==> config.mk <==
export PLATFORM = sky130hd
export DESIGN_NAME = evtirq_ctl
export DESIGN_NICKNAME = d
export VERILOG_FILES = /design/src/rtl/evtirq_pkg.sv /design/src/rtl/evt_status_bank.sv /design/src/rtl/irq_mask_bank.sv /design/src/rtl/evtirq_regif.sv /design/src/rtl/evtirq_ctl.sv
export SDC_FILE = /design/constraint.sdc
export NUM_CORES = 1
export LEC_CHECK = 0
export ABC_AREA = 1
export CAP_MARGIN = 20
export CELL_PAD_IN_SITES_DETAIL_PLACEMENT = 0
export CELL_PAD_IN_SITES_GLOBAL_PLACEMENT = 2
export CORE_UTILIZATION = 14
export CTS_CLUSTER_SIZE = 28
export DETAILED_ROUTE_END_ITERATION = 8
export PLACE_DENSITY = 0.82
export SLEW_MARGIN = 20
export SYNTH_ARGS = -nofsm -noshare
export SYNTH_HDL_FRONTEND = slang
export SYNTH_SLANG_ARGS = --single-unit
==> constraint.sdc <==
create_clock -name clk -period 1.45 [get_ports clk]
set_input_delay 0.29 -clock clk [delete_from_list [all_inputs] [get_ports clk]]
set_output_delay 0.29 -clock clk [all_outputs]
set_load 0.01 [all_outputs]
==> src/rtl/evtirq_pkg.sv <==
package evtirq_pkg;
    localparam int NSRC   = 5;
    localparam int ADDR_W = 3;

    localparam int SRC_UPD_ACK = 0;
    localparam int SRC_ALARM   = 1;
    localparam int SRC_SECOND  = 2;
    localparam int SRC_TIME    = 3;
    localparam int SRC_CAL     = 4;

    typedef enum logic [ADDR_W-1:0] {
        OFS_STATUS = 3'd0,
        OFS_STCLR  = 3'd1,
        OFS_ENSET  = 3'd2,
        OFS_ENCLR  = 3'd3,
        OFS_MASK   = 3'd4
    } reg_ofs_e;
endpackage

==> src/rtl/evt_status_bank.sv <==
module evt_status_bank #(
    parameter int N = 5
) (
    input  logic         clk,
    input  logic         rst_n,
    input  logic [N-1:0] set_pulse,
    input  logic         clr_stb,
    input  logic [N-1:0] clr_bits,
    output logic [N-1:0] sts_q
);
    for (genvar i = 0; i < N; i++) begin : g_bit
        always_ff @(posedge clk) begin
            if (!rst_n)
                sts_q[i] <= 1'b0;
            else if (set_pulse[i])
                sts_q[i] <= 1'b1;
            else if (clr_stb && clr_bits[i])
                sts_q[i] <= 1'b0;
        end


        evt_sets_chk: assert property (@(posedge clk) disable iff (!rst_n)
            set_pulse[i] |=> sts_q[i]);

        sticky_hold_chk: assert property (@(posedge clk) disable iff (!rst_n)
            (sts_q[i] && !(clr_stb && clr_bits[i])) |=> sts_q[i]);

        clear_takes_chk: assert property (@(posedge clk) disable iff (!rst_n)
            (clr_stb && clr_bits[i] && !set_pulse[i]) |=> !sts_q[i]);

        event_wins_chk: assert property (@(posedge clk) disable iff (!rst_n)
            (clr_stb && clr_bits[i] && set_pulse[i]) |=> sts_q[i]);
    end
endmodule

==> src/rtl/irq_mask_bank.sv <==
module irq_mask_bank #(
    parameter int N = 5
) (
    input  logic         clk,
    input  logic         rst_n,
    input  logic         set_stb,
    input  logic         clr_stb,
    input  logic [N-1:0] bits,
    output logic [N-1:0] msk_q
);
    for (genvar i = 0; i < N; i++) begin : g_bit
        always_ff @(posedge clk) begin
            if (!rst_n)
                msk_q[i] <= 1'b0;
            else if (set_stb && bits[i])
                msk_q[i] <= 1'b1;
            else if (clr_stb && bits[i])
                msk_q[i] <= 1'b0;
        end


        mask_set_chk: assert property (@(posedge clk) disable iff (!rst_n)
            (set_stb && bits[i]) |=> msk_q[i]);

        mask_clr_chk: assert property (@(posedge clk) disable iff (!rst_n)
            (clr_stb && !set_stb && bits[i]) |=> !msk_q[i]);

        mask_hold_chk: assert property (@(posedge clk) disable iff (!rst_n)
            !(bits[i] && (set_stb || clr_stb)) |=> $stable(msk_q[i]));
    end
endmodule

==> src/rtl/evtirq_regif.sv <==
module evtirq_regif
    import evtirq_pkg::*;
#(
    parameter int DATA_W = 32,
    parameter int AW     = ADDR_W,
    parameter int N      = NSRC
) (
    input  logic              bus_wr,
    input  logic [AW-1:0]     bus_addr,
    input  logic [N-1:0]      sts_q,
    input  logic [N-1:0]      msk_q,
    output logic              stclr_stb,
    output logic              enset_stb,
    output logic              enclr_stb,
    output logic [DATA_W-1:0] rdata
);
    always_comb begin
        stclr_stb = 1'b0;
        enset_stb = 1'b0;
        enclr_stb = 1'b0;
        rdata     = '0;
        case (bus_addr)
            OFS_STATUS: rdata[N-1:0] = sts_q;
            OFS_STCLR:  stclr_stb    = bus_wr;
            OFS_ENSET:  enset_stb    = bus_wr;
            OFS_ENCLR:  enclr_stb    = bus_wr;
            OFS_MASK:   rdata[N-1:0] = msk_q;
            default:    rdata        = '0;
        endcase
    end
endmodule

==> src/rtl/evtirq_ctl.sv <==
module evtirq_ctl
    import evtirq_pkg::*;
#(
    parameter int DATA_W = 32,
    parameter int AW     = ADDR_W,
    parameter int N      = NSRC
) (
    input  logic              clk,
    input  logic              rst_n,
    input  logic              bus_wr,
    input  logic [AW-1:0]     bus_addr,
    input  logic [DATA_W-1:0] bus_wdata,
    output logic [DATA_W-1:0] bus_rdata,
    input  logic [N-1:0]      src_pulse,
    output logic              irq_o
);
    logic [N-1:0] sts_q;
    logic [N-1:0] msk_q;
    logic         stclr_stb;
    logic         enset_stb;
    logic         enclr_stb;

    evtirq_regif #(.DATA_W(DATA_W), .AW(AW), .N(N)) u_regif (
        .bus_wr    (bus_wr),
        .bus_addr  (bus_addr),
        .sts_q     (sts_q),
        .msk_q     (msk_q),
        .stclr_stb (stclr_stb),
        .enset_stb (enset_stb),
        .enclr_stb (enclr_stb),
        .rdata     (bus_rdata)
    );

    evt_status_bank #(.N(N)) u_status (
        .clk       (clk),
        .rst_n     (rst_n),
        .set_pulse (src_pulse),
        .clr_stb   (stclr_stb),
        .clr_bits  (bus_wdata[N-1:0]),
        .sts_q     (sts_q)
    );

    irq_mask_bank #(.N(N)) u_mask (
        .clk     (clk),
        .rst_n   (rst_n),
        .set_stb (enset_stb),
        .clr_stb (enclr_stb),
        .bits    (bus_wdata[N-1:0]),
        .msk_q   (msk_q)
    );

    assign irq_o = |(sts_q & msk_q);


    irq_rise_cause_chk: assert property (@(posedge clk) disable iff (!rst_n)
        $rose(irq_o) |-> $past((src_pulse != '0) || enset_stb));

    irq_fall_cause_chk: assert property (@(posedge clk) disable iff (!rst_n)
        $fell(irq_o) |-> $past(stclr_stb || enclr_stb));
endmodule

# --- After elaboration in Yosys (flattened, before gate mapping) ---
# Index checks and enable logic that the tools add are counted.
classes:
  reduce_logical: 27
  n_eq_ne: 4
  muxes: 24
  bitwise: 1
op_table:
  columns: ["cell", "n"]
  rows:
  - ["$mux W1", 23]
  - ["$reduce_bool A2 Y1", 10]
  - ["$logic_and A1 B1 Y1", 15]
  - ["$pmux W5 S2", 1]
  - ["$eq A3 B2 Y1 const B", 2]
  - ["$and A5 B5 Y5", 1]
  - ["$reduce_or A5 Y1", 1]
  - ["$eq A3 B1 Y1 const B", 1]
  - ["$eq A3 B3 Y1 const B", 1]
  - ["$logic_not A3 Y1", 1]
totals:
  ff_bits: 10
  out_inout_bits: 33
  wordCells: 66
  inputBits: 43

# --- Depth between registers and ports, before layout ---
logic_depth:
  ltp_word: 5
  mapped_depth: 6
  ltp_nobuf: 5

# --- Cells and area by module ---
# Synthesis repeated with hierarchy kept, for this count alone.
unflattened:
  cells_unflattened: 114
  hier_area_um2: 730.7
by_module_without_submodules:
  columns: ["mod", "area_each_um2", "seq_area_each_um2", "instances", "cells_each"]
  rows:
  - ["evtirq_regif", 315.3, 0.0, 1, 51]
  - ["evt_status_bank", 188.9, 100.1, 1, 26]
  - ["irq_mask_bank", 185.2, 100.1, 1, 26]
  - ["evtirq_ctl", 41.3, 0.0, 1, 11]

# --- Worst setup path before layout ---
# OpenSTA, ideal clock, no wires.
synth_timing:
  kind: "input-to-output"
  from: "input port bus_addr[1]"
  to: "output port bus_rdata[0]"
  cell_stages: 4
  path_slack_ns: 0.250
  arrival_ns: 0.910
  t_required_ns: 1.160
  n_path_buf: 1
  path_cell_list: "buf_2 -> nor2_2 -> nand3_1 -> nand2_1"
synth_via:
  elab_chain_len: 2
  word_cells_on_any_way: 3
  classes_between: "1 x eq/ne; 1 x mux; 1 x reduce/logical"
synth_lines:
  columns: ["element", "line", "text"]
  rows:
  - ["start, declared", "evtirq_ctl.sv:11", "input logic [AW-1:0] bus_addr,"]
  - ["$eq A3 B3 Y1 or $logic_not A3 Y1 (tied branches)", "evtirq_regif.sv:22", "case (bus_addr)"]
  - ["$pmux W5 S2 (*)", "evtirq_regif.sv:22", null]
  - ["end, declared", "evtirq_ctl.sv:13", "output logic [DATA_W-1:0] bus_rdata,"]
# Mark *: on every way between the ends. The rest lies on a longest branch, timed or not.

# --- Worst setup path after layout ---
layout_timing:
  from: "input port bus_addr[0]"
  to: "output port bus_rdata[3]"
# The elaborated chain is that of the path after synthesis.

==> metrics.md <==
| Metric | Value |
|---|---|
| DP Wirelength | `1.46 mm` |
| Most frequent cells in the layout | `conb_1, nand3_1, nand2_1` |
| HP Class | `flop to flop` |
| Synthesized cell area | `between 700 and 800 um2` |
| Total Routing Usage GR | `under 10%` |
| Worst hold start | `u_mask.msk_q[2]` |
| DR DRC count | `0` |
| Pre-antenna DRT Iters | `4` |
| NumNets Final | `about 190` |
| Die ar. | `between 5000 and 6000 um2` |
| Clock sink total | `10` |
| Max-slew violations | `0` |
| Worst EP required | `about 1.2 ns` |
| Post-Synth XOR/XNOR Area | `0%` |
| Clk root buf | `clkbuf_8` |
| Final hold vios | `0` |
| Synth Area in Compound Gates | `7.30%` |
| Synth top area share | `between 20% and 30%` |
| First-pass GRT wire length | `about 2.8 mm` |
| Initial antenna violation count | `0` |
| Yosys reg bits | `10` |
| R2R depth | `2` |
| Fmax | `730 MHz` |
| Worst Hold Depth | `2` |
| Setup slack, reg-to-reg | `0.84 ns` |
| Adder-Cell Fraction of Synth Area | `0%` |
| Register area share after synthesis | `26.5%` |
| Main combinational cell family by area after synthesis | `buffers and inverters` |
| Worst setup startpoint | `bus_addr[0]` |
| Final Skew | `0 ns` |
| Worst hold endpoint | `u_mask.msk_q[2]` |
| Ant diodes | `0` |
| Final period util | `~95%` |
| Flop pwr share | `about two fifths` |
| Pint | `between 500 and 600 uW` |
| Register area | `200 um2` |
| Clock share of power | `between 30 and 40%` |
| Yosys top cell by area | `buf_4` |
| Leading post-synthesis cells by cell area | `buf_4, dfxtp_1, nand3_1, nand2_1, a21oi_1` |
| H-tree depth | `1` |
| Via count | `718` |
| Max cap viols | `0` |
| Clock latency on the worst-skew pair | `approximately 0.23 ns` |
| Layout fillers | `610` |
| DRT iter0 DRCs | `between 40 and 50` |
| Area delta synth->final | `35.7%` |
| Clock buffer depth | `2` |
| Util after Layout | `between 10% and 20%` |
| Syn avg cell area | `approximately 6.8 um2` |
| RR Endpoint | `u_status.sts_q[2]` |
| Antenna Violating Nets Remaining | `0` |
| Most common cell after layout, fill and taps aside | `conb_1` |
| Die Span Y | `75.4 um` |
| Cell Rows | `26` |
| Switching power | `around 210 uW` |
| Number of I/O port buffers | `21` |
| Finished Layout Cells | `211` |
| Share of layout cells above drive strength 1 | `between 10% and 20%` |
| Power per cell area | `between 700 and 800 nW/um2` |
| GPL Wtd Cong | `a little under 0.8` |
| Dpl ws | `-0.647 ns` |
| Setup violators final | `0` |
| Vias in the first global route | `approximately 600` |
| Routed WL | `roughly 1.9 mm` |
| Worst setup EP type | `primary output` |
| Mux cell area share after synthesis | `0%` |
| Net Sw Frac | `~28%` |
| Multi-input gate area | `~400 um2` |
| Initial core utilization | `between 10% and 20%` |
| CP max FO | `5` |
| Clock transition at path regs | `around 0.04 ns` |
| Synth warn | `0` |
| CTS Buf Count | `3` |
| Status | `finished clean` |
| Setup WS post-layout | `~0.08 ns` |
| Leakage Power | `0.486 nW` |
| Via density | `around 3.4` |
| CP startpoint kind | `input port` |
| Core ar. | `5140 um2` |
| Synthesized instance count | `111` |
| Largest net degree at the start of global routing | `16` |
| CTS tree | `yes` |
| Distinct cells, synth | `13` |
| Simple-Gate Fraction of Synth Area | `a little under a third` |
| RR Startpoint | `u_status.sts_q[2]` |
| VDD IR max | `335 uV` |
| Combinational share of power | `around 23%` |
| Hold-fix buffer count after cts | `0` |
| Grt total ovfl | `0` |
| Overall power | `749 uW` |
| Kind of critical path | `input port to primary output` |
| Post-placement cell count | `roughly 210` |
| WP data arrival | `about 1.1 ns` |
| Die W | `75.4 um` |
| IO Pins | `between 70 and 80` |
| Fin crit period | `around 1.4 ns` |
| Avg WL per Cell | `around 9 um` |
## layer usage
metal | GRT usage [%] | vias to the layer above | wire length [um]
met5 | 0 | - | 0
met4 | 0.617 | 0 | 0
met3 | 3.31 | 0 | 144
met2 | 11.5 | 28 | 897
met1 | 8.51 | 317 | 872
li1 | - | 373 | -
## cell usage after synthesis
cell type,count
conb_1,1
nand2_1,21
nand4_1,5
nor2_4,1
a21oi_1,11
nand3_1,21
dfxtp_1,10
inv_1,9
nor2_2,2
buf_4,27
clkinv_1,1
buf_2,1
buf_6,1
## power by group through the flow
stage / Combinational [mW] / Sequential, mW / Clock, mW
2_1_floorplan: 0.136 / 0.301 / 0
3_3_place_gp: 0.169 / 0.305 / 0
3_5_place_dp: 0.170 / 0.304 / 0
4_1_cts: 0.170 / 0.299 / 0.289
5_1_grt: 0.187 / 0.300 / 0.308
6_report: 0.169 / 0.300 / 0.280
## logic make-up (layout without fill, tap and decap cells)
kind of cell	after synthesis	count (layout)
AO/OA/AOI/OAI	11	11
flip-flops	10	10
other	1	27
AND/OR/NAND/NOR	50	50
buffers and inverters	39	43
## worst max-delay path, stage by stage
cell,delay (ns)
clkdlybuf4s15_1,0.21
nor2_4,0.12
buf_6,0.12
buf_4,0.10
nand3_1,0.06
nand2_1,0.06
buf_2,0.12
## cell type report
class | count | share of cell area [%]
multi-input combinational | 88 | 39.4
clock buffer | 3 | 4.03
sequential | 10 | 19.6
inverter | 10 | 3.67
tap | 70 | 8.56
timing repair buffer | 30 | 24.8
## metrics by stage
stage | hold WS (ns) | TNS [ns] | cell area, um2
finish | 0.477 | 0 | 1020
global route | 0.499 | -0.00390 | 1020
CTS | 0.480 | 0 | 1030
detailed placement | 0.473 | -3.88 | 996
global placement | 0.472 | -3.68 | 996
floorplan | 0.424 | 0 | 852
## repair_timing
item                       in CTS  in global routing
gates cloned                    1                  0
pin swaps                       4                  1
buffers inserted                1                  0
gates resized for setup        30                  7
setup endpoints to repair       6                  5
## registers in the layout, summed over array words and instances, names as in the netlist
register / flops
u_mask.msk_q: 5
u_status.sts_q: 5
## worst max-delay path by stage
stage / endpoint / cells past startpoint
2_1_floorplan: bus_rdata[0] / 4
3_3_place_gp: bus_rdata[2] / 5
3_5_place_dp: bus_rdata[2] / 5
4_1_cts: irq_o / 5
5_1_grt: bus_rdata[3] / 7
6_report: bus_rdata[3] / 7
No activity file was read; power rests on OpenSTA's default activity.
